## src/rtl/idx_rd_pkg.sv

```systemverilog
package idx_rd_pkg;
  typedef enum logic [1:0] {
    SEL_CHAN  = 2'd0,
    SEL_START = 2'd1,
    SEL_DATA  = 2'd2,
    SEL_STAT  = 2'd3
  } reg_sel_e;

  localparam int STAT_BUSY_BIT  = 0;
  localparam int STAT_VALID_BIT = 1;
endpackage

```

## src/rtl/idx_rd_fetch.sv

```systemverilog
module idx_rd_fetch #(
  parameter int CHAN_W  = 4,
  parameter int LADDR_W = 8,
  parameter int DATA_W  = 16,
  parameter int BURST   = 8,
  localparam int CNT_W  = $clog2(BURST + 1),
  localparam int IDX_W  = (BURST > 1) ? $clog2(BURST) : 1
) (
  input  logic                      clk,
  input  logic                      rst_n,
  input  logic                      start_i,
  input  logic [LADDR_W-1:0]        base_i,
  input  logic [CHAN_W-1:0]         chan_i,
  input  logic                      cancel_i,
  output logic                      mem_req_valid_o,
  input  logic                      mem_req_ready_i,
  output logic [CHAN_W+LADDR_W-1:0] mem_req_addr_o,
  input  logic [DATA_W-1:0]         mem_rdata_i,
  output logic                      busy_o,
  output logic                      fill_we_o,
  output logic [IDX_W-1:0]          fill_idx_o,
  output logic [DATA_W-1:0]         fill_data_o,
  output logic                      done_o
);
  logic               busy_q;
  logic               rsp_q;
  logic [CNT_W-1:0]   issue_q;
  logic [CNT_W-1:0]   recv_q;
  logic [LADDR_W-1:0] next_q;
  logic               accept;
  logic               last_rsp;
  logic               hold_off;

  assign mem_req_valid_o = busy_q && (issue_q < CNT_W'(BURST));
  assign mem_req_addr_o  = {chan_i, next_q};
  assign accept          = mem_req_valid_o && mem_req_ready_i;
  assign last_rsp        = rsp_q && (recv_q == CNT_W'(BURST - 1));
  assign hold_off        = cancel_i || start_i;

  assign fill_we_o   = rsp_q && !hold_off;
  assign fill_idx_o  = recv_q[IDX_W-1:0];
  assign fill_data_o = mem_rdata_i;
  assign done_o      = last_rsp && !hold_off;
  assign busy_o      = busy_q;

  always_ff @(posedge clk or negedge rst_n) begin
    if (!rst_n) begin
      busy_q  <= 1'b0;
      rsp_q   <= 1'b0;
      issue_q <= '0;
      recv_q  <= '0;
      next_q  <= '0;
    end else if (cancel_i) begin
      busy_q  <= 1'b0;
      rsp_q   <= 1'b0;
      issue_q <= '0;
      recv_q  <= '0;
    end else if (start_i) begin
      busy_q  <= 1'b1;
      rsp_q   <= 1'b0;
      issue_q <= '0;
      recv_q  <= '0;
      next_q  <= base_i;
    end else begin
      rsp_q <= accept;
      if (accept) begin
        issue_q <= issue_q + 1'b1;
        next_q  <= next_q + 1'b1;
      end
      if (rsp_q) begin
        recv_q <= recv_q + 1'b1;
        if (last_rsp) busy_q <= 1'b0;
      end
    end
  end

  // a stalled request keeps its address until accepted
  assert_req_hold_R3: assert property (@(posedge clk) disable iff (!rst_n)
    (mem_req_valid_o && !mem_req_ready_i && !hold_off)
      |=> (mem_req_valid_o && $stable(mem_req_addr_o)));

  // the response slot follows each acceptance by exactly one cycle
  assert_rsp_slot_R3: assert property (@(posedge clk) disable iff (!rst_n)
    (accept && !hold_off) |=> fill_we_o || cancel_i || start_i);

  // cancellation empties the request channel
  assert_cancel_idle_R6: assert property (@(posedge clk) disable iff (!rst_n)
    cancel_i |=> (!mem_req_valid_o && !busy_o));
endmodule

```

## src/rtl/idx_rd_stage.sv

```systemverilog
module idx_rd_stage #(
  parameter int DATA_W = 16,
  parameter int BURST  = 8,
  localparam int IDX_W = (BURST > 1) ? $clog2(BURST) : 1
) (
  input  logic              clk,
  input  logic              rst_n,
  input  logic              fill_we_i,
  input  logic [IDX_W-1:0]  fill_idx_i,
  input  logic [DATA_W-1:0] fill_data_i,
  input  logic              commit_i,
  input  logic              invalidate_i,
  input  logic              rd_adv_i,
  output logic [DATA_W-1:0] rd_word_o,
  output logic              valid_o
);
  logic [DATA_W-1:0] vis_w [BURST];
  logic              valid_q;
  logic [IDX_W-1:0]  ptr_q;

  for (genvar i = 0; i < BURST; i++) begin : g_word
    logic [DATA_W-1:0] fill_q;
    logic [DATA_W-1:0] vis_q;
    logic              hit;
    assign hit = (fill_idx_i == IDX_W'(i));
    always_ff @(posedge clk or negedge rst_n) begin
      if (!rst_n) begin
        fill_q <= '0;
        vis_q  <= '0;
      end else begin
        if (fill_we_i && hit) fill_q <= fill_data_i;
        if (commit_i) vis_q <= hit ? fill_data_i : fill_q;
      end
    end
    assign vis_w[i] = vis_q;
  end

  always_ff @(posedge clk or negedge rst_n) begin
    if (!rst_n) begin
      valid_q <= 1'b0;
      ptr_q   <= '0;
    end else if (commit_i) begin
      valid_q <= 1'b1;
      ptr_q   <= '0;
    end else if (invalidate_i) begin
      valid_q <= 1'b0;
      ptr_q   <= '0;
    end else if (rd_adv_i && valid_q) begin
      ptr_q <= (ptr_q == IDX_W'(BURST - 1)) ? '0 : ptr_q + 1'b1;
    end
  end

  assign rd_word_o = valid_q ? vis_w[ptr_q] : '0;
  assign valid_o   = valid_q;

  // a commit makes the words valid and rewinds to the first one
  assert_commit_rewind_R4: assert property (@(posedge clk) disable iff (!rst_n)
    commit_i |=> (valid_o && ptr_q == '0));

  // reads of an invalid file leave the pointer alone
  assert_invalid_hold_R7: assert property (@(posedge clk) disable iff (!rst_n)
    (!valid_q && !commit_i) |=> $stable(ptr_q));
endmodule

```

## src/rtl/idx_rd_window.sv

```systemverilog
module idx_rd_window
  import idx_rd_pkg::*;
#(
  parameter int CHAN_W  = 4,
  parameter int LADDR_W = 8,
  parameter int DATA_W  = 16,
  parameter int BURST   = 8,
  localparam int MEM_AW = CHAN_W + LADDR_W,
  localparam int IDX_W  = (BURST > 1) ? $clog2(BURST) : 1
) (
  input  logic              clk,
  input  logic              rst_n,
  input  logic              host_wr_en,
  input  logic              host_rd_en,
  input  logic [1:0]        host_addr,
  input  logic [DATA_W-1:0] host_wdata,
  output logic [DATA_W-1:0] host_rdata,
  output logic              mem_req_valid,
  input  logic              mem_req_ready,
  output logic [MEM_AW-1:0] mem_req_addr,
  input  logic [DATA_W-1:0] mem_rdata
);
  logic [CHAN_W-1:0]  chan_q;
  logic [LADDR_W-1:0] low_q;
  logic               wr_chan, wr_start, rd_data;
  logic               busy_s, valid_s;
  logic               fill_we, done;
  logic [IDX_W-1:0]   fill_idx;
  logic [DATA_W-1:0]  fill_data, rd_word;
  reg_sel_e           sel;

  assign sel      = reg_sel_e'(host_addr);
  assign wr_chan  = host_wr_en && (sel == SEL_CHAN);
  assign wr_start = host_wr_en && (sel == SEL_START);
  assign rd_data  = host_rd_en && (sel == SEL_DATA);

  always_ff @(posedge clk or negedge rst_n) begin
    if (!rst_n) begin
      chan_q <= '0;
      low_q  <= '0;
    end else begin
      if (wr_chan)  chan_q <= host_wdata[CHAN_W-1:0];
      if (wr_start) low_q  <= host_wdata[LADDR_W-1:0];
    end
  end

  idx_rd_fetch #(
    .CHAN_W(CHAN_W), .LADDR_W(LADDR_W), .DATA_W(DATA_W), .BURST(BURST)
  ) u_fetch (
    .clk            (clk),
    .rst_n          (rst_n),
    .start_i        (wr_start),
    .base_i         (host_wdata[LADDR_W-1:0]),
    .chan_i         (chan_q),
    .cancel_i       (wr_chan),
    .mem_req_valid_o(mem_req_valid),
    .mem_req_ready_i(mem_req_ready),
    .mem_req_addr_o (mem_req_addr),
    .mem_rdata_i    (mem_rdata),
    .busy_o         (busy_s),
    .fill_we_o      (fill_we),
    .fill_idx_o     (fill_idx),
    .fill_data_o    (fill_data),
    .done_o         (done)
  );

  idx_rd_stage #(
    .DATA_W(DATA_W), .BURST(BURST)
  ) u_stage (
    .clk         (clk),
    .rst_n       (rst_n),
    .fill_we_i   (fill_we),
    .fill_idx_i  (fill_idx),
    .fill_data_i (fill_data),
    .commit_i    (done),
    .invalidate_i(wr_chan),
    .rd_adv_i    (rd_data),
    .rd_word_o   (rd_word),
    .valid_o     (valid_s)
  );

  always_comb begin
    host_rdata = '0;
    unique case (sel)
      SEL_CHAN:  host_rdata = DATA_W'(chan_q);
      SEL_START: host_rdata = DATA_W'(low_q);
      SEL_DATA:  host_rdata = rd_word;
      SEL_STAT: begin
        host_rdata[STAT_BUSY_BIT]  = busy_s;
        host_rdata[STAT_VALID_BIT] = valid_s;
      end
      default:   host_rdata = '0;
    endcase
  end

  // a start write makes the block busy on the next cycle
  assert_start_busy_R2: assert property (@(posedge clk) disable iff (!rst_n)
    wr_start |=> busy_s);

  // a channel write drops the staged words
  assert_chan_flush_R6: assert property (@(posedge clk) disable iff (!rst_n)
    wr_chan |=> (!valid_s && !busy_s));

  // writes to the read-only selects change no register
  assert_ro_write_R8: assert property (@(posedge clk) disable iff (!rst_n)
    (host_wr_en && (sel == SEL_DATA || sel == SEL_STAT))
      |=> ($stable(chan_q) && $stable(low_q)));
endmodule

```

## config.mk

```make
export PLATFORM = sky130hd
export DESIGN_NAME = idx_rd_window
export DESIGN_NICKNAME = d
export VERILOG_FILES = /design/src/rtl/idx_rd_pkg.sv /design/src/rtl/idx_rd_fetch.sv /design/src/rtl/idx_rd_stage.sv /design/src/rtl/idx_rd_window.sv
export SDC_FILE = /design/constraint.sdc
export NUM_CORES = 1
export LEC_CHECK = 0
export ABC_AREA = 1
export BUFFER_PORTS_ARGS = -buffer_cell sky130_fd_sc_hd__buf_2
export CAP_MARGIN = 20
export CORE_AREA = 2 2 180 182
export CTS_BUF_LIST = sky130_fd_sc_hd__clkbuf_2 sky130_fd_sc_hd__clkbuf_4 sky130_fd_sc_hd__clkbuf_8
export DETAILED_ROUTE_END_ITERATION = 6
export DIE_AREA = 0 0 182 184
export SYNTH_ARGS = -nofsm -noshare
export SYNTH_HDL_FRONTEND = slang
export SYNTH_SLANG_ARGS = --single-unit
```

## constraint.sdc

```tcl
create_clock -name clk -period 2.3 [get_ports clk]
set_input_delay 0.23 -clock clk [delete_from_list [all_inputs] [get_ports clk]]
set_output_delay 0.23 -clock clk [all_outputs]
set_load 0.01 [all_outputs]
```

==> results.md <==
* Status: completed
* Pre-CTS WS at 0.255 ns
* Post-synthesis instance area at 14,000 µm²
* Largest net degree at the start of global routing at 103
* Min Hold Slack at 0.0538 ns
* First-pass GRT wire length at 59,500 µm
* Share of layout cells above drive strength 1 at 14.2%
* Placed instance area at 14,400 µm²
* Num ports at 68
* Die X at 182 µm
* Vias at 11,297
* Final min period at 2.28 ns
* Startpoint types: flop
* Pwr dens at 886 nW/µm²
* Buf/Inv on CP at 2
* Count of input and output buffers at 59
* Syn Inst Count at 1,700
* Final setup fails at 0
* Max incr delay on CP at 0.45 ns
* Seq cells post-synth at 290
* Pins Over Slew Limit at 0
* Post-synthesis net count at 1,749
* Mean post-synth cell area at 8.21 µm²
* Area grow syn2layout at 11.8%
* Critical path class: reg -> out
* Synth warn at 0
* Synth area leaders: dfrtp_1, nand2_1, o21ai_0
* Clock transition at the registers of the reported paths at 0.06 ns
* CTS HTree Levels at 2
* Seq/Total Area, Yosys at 52.0%
* Chip height at 184 µm
* CP max stage cell: dfrtp_2
* Worst EP required at 2.07 ns
* Clk_skew at 0.0350 ns
* Initial Util at 44.4%
* CTS buffer count at 51
* Min-delay worst type: in -> reg
* RSZ-0062 raised after global routing: true
* Number of max-cap violations at 0
* Synth cell types at 32
* Skew-Pair Late Insertion Delay at 0.58 ns
* Worst slew pin tran at 0.602 ns
* Post-DP HPWL at 21,800 µm
* Commonest non-fill, non-tap cell in the layout: nand2_1
* Total gr overflow at 0
* Wirelength per Cell at 16.9 µm
* Initial antenna violation count at 0
* Root Buffer: clkbuf_8
* Initial DRC count at 820
* Fin. Hold Viols at 0
* Share of the synthesized area in the top cell type at 52.0%
* Final wirelength at 36,600 µm
* CP Max Fanout at 20
* Vias per cell at 5.21
* Ant. Diodes at 0
* Maximum vdd drop at 0.443 mV
* Lkg Pwr at 7.47 nW
* Final #Nets at 1,785
* Final WS setup at 0.0220 ns
* Post-route cell area at 15,600 µm²
* Core area at 31,400 µm²
* Tot Pwr at 13.8 mW
* Crit-path cells: buf_4, o21ai_1, nand3_1, and3_1, buf_2
* Bufs on Longest Clock Path at 3
* All-Layer GR Usage at 22.6%
* Relative slew slack at 59.8%
* Crit path max-delay family: flip-flops
* CP Capture Type: primary output
* Fmax at 439 MHz
* # rows at 65
* Clock net sink count at 290
* DRC viols at 0
* Final period utilization at 99.0%
* CTS tree: built
* Utilization after layout at 49.7%
* Vias in the first global route at 10,837
* Data arrival, critical path at 2.05 ns
* Final RePlAce weighted congestion at 0.811
* Die area at 33,500 µm²
* ANT nets after route at 0
* Most frequent cells in the layout: nand2_1, dfrtp_1, o21ai_0
* First-pass DRT Iterations at 5
* Largest area contributor in the netlist: dfrtp_1
report_power, final:
| group | internal, mW | switching [mW] | leakage, nW |
|---|---|---|---|
| clock network | 2.60 | 2.05 | 0.522 |
| registers | 6.05 | 0.514 | 3.62 |
| logic | 1.01 | 1.59 | 3.34 |
metrics by stage:
| stage | TNS [ns] | std cells |
|---|---|---|
| floorplan | 0 | 1700 |
| global placement | 0 | 2075 |
| detailed placement | 0 | 2075 |
| CTS | 0 | 2167 |
| global route | -0.255 | 2168 |
| finish | 0 | 2168 |
layer usage:
metal  vias up  track usage, %  wire (µm)
li1       5611               -          -
met4         0            4.71        471
met2       265            37.9      17100
met5         -               0          0
met3        50            3.15       1890
met1      5371            31.3      17100
registers in the layout, indices dropped and copies added, names as in the netlist:
name / flops
chan_q: 4
low_q: 8
u_fetch.busy_o: 1
u_fetch.issue_q: 4
u_fetch.next_q: 8
u_fetch.recv_q: 4
u_fetch.rsp_q: 1
u_stage.g_word.fill_q: 128
u_stage.g_word.vis_q: 128
u_stage.ptr_q: 3
u_stage.valid_o: 1
cell families (layout without fill, tap and decap cells):
| kind of cell | count (synthesis) | count (layout) | share of synthesized area (%) |
|---|---|---|---|
| and+or+nand+nor | 656 | 656 | 19.3 |
| AOI/OAI and AO/OA | 493 | 493 | 18.9 |
| DFF | 290 | 290 | 52.0 |
| buffers and inverters | 249 | 315 | 8.67 |
| adders and majority gates | 10 | 10 | 0.897 |
| muxes | 2 | 2 | 0.161 |
path summary, 6_finish.rpt:
kind | start | end | slack, ns | depth (start not counted)
max in group asynchronous | rst_n | u_stage.g_word[0].fill_q[15] | 1.37 | 3
hold reg to reg | u_stage.g_word[4].vis_q[3] | u_stage.g_word[4].vis_q[3] | 0.47 | 2
setup reg to reg | u_fetch.recv_q[0] | u_stage.g_word[2].vis_q[0] | 0.23 | 7
setup / recovery | u_stage.ptr_q[0] | host_rdata[11] | 0.02 | 5
min in group asynchronous | rst_n | u_stage.g_word[5].fill_q[12] | 0.20 | 2
hold / removal | mem_req_ready | u_fetch.issue_q[1] | 0.05 | 4
Yosys cell counts:
cell	instances
o22ai_1	1
nand4_1	3
nor2_1	12
o21ai_2	35
o21ai_1	94
nor2_2	1
mux2_2	2
o211ai_1	9
clkinv_1	2
o21ai_0	292
and3_1	8
inv_1	122
nand3_4	5
o31ai_1	2
clkbuf_1	63
nor2_4	2
a41oi_1	1
buf_6	28
nor3_1	1
buf_2	19
ha_1	10
buf_1	2
nand3_1	60
a21oi_1	56
a22oi_1	1
o21a_1	2
nand2_1	558
dfrtp_1	290
inv_2	4
nand2_4	6
buf_4	8
buf_8	1
worst reg2reg max path: stages, from the launching register on:
cell and delay, ns:
dfrtp_1 0.39, ha_1 0.24, nand2_1 0.07, nor2_1 0.21
nand2_4 0.11, inv_4 0.41, buf_12 0.35, o21ai_0 0.15
what timing repair did:
item,CTS,global route
pin swaps,0,2
setup buffers,0,0
gates cloned,0,1
endpoints found under the setup margin,15,16
hold buffers,9,0
gates resized for setup,8,18
hold endpoints to repair,77,0
final cells by class:
type / instances / area, µm²
Sequential cell: 290 / 7260
Clock buffer: 81 / 958
Multi-Input combinational cell: 1161 / 5540
Clock inverter: 2 / 16.3
Fill cell: 3120 / 15800
Timing Repair Buffer: 104 / 833
Inverter: 128 / 484
Tap cell: 402 / 503
(Power assumes the default switching activity.)
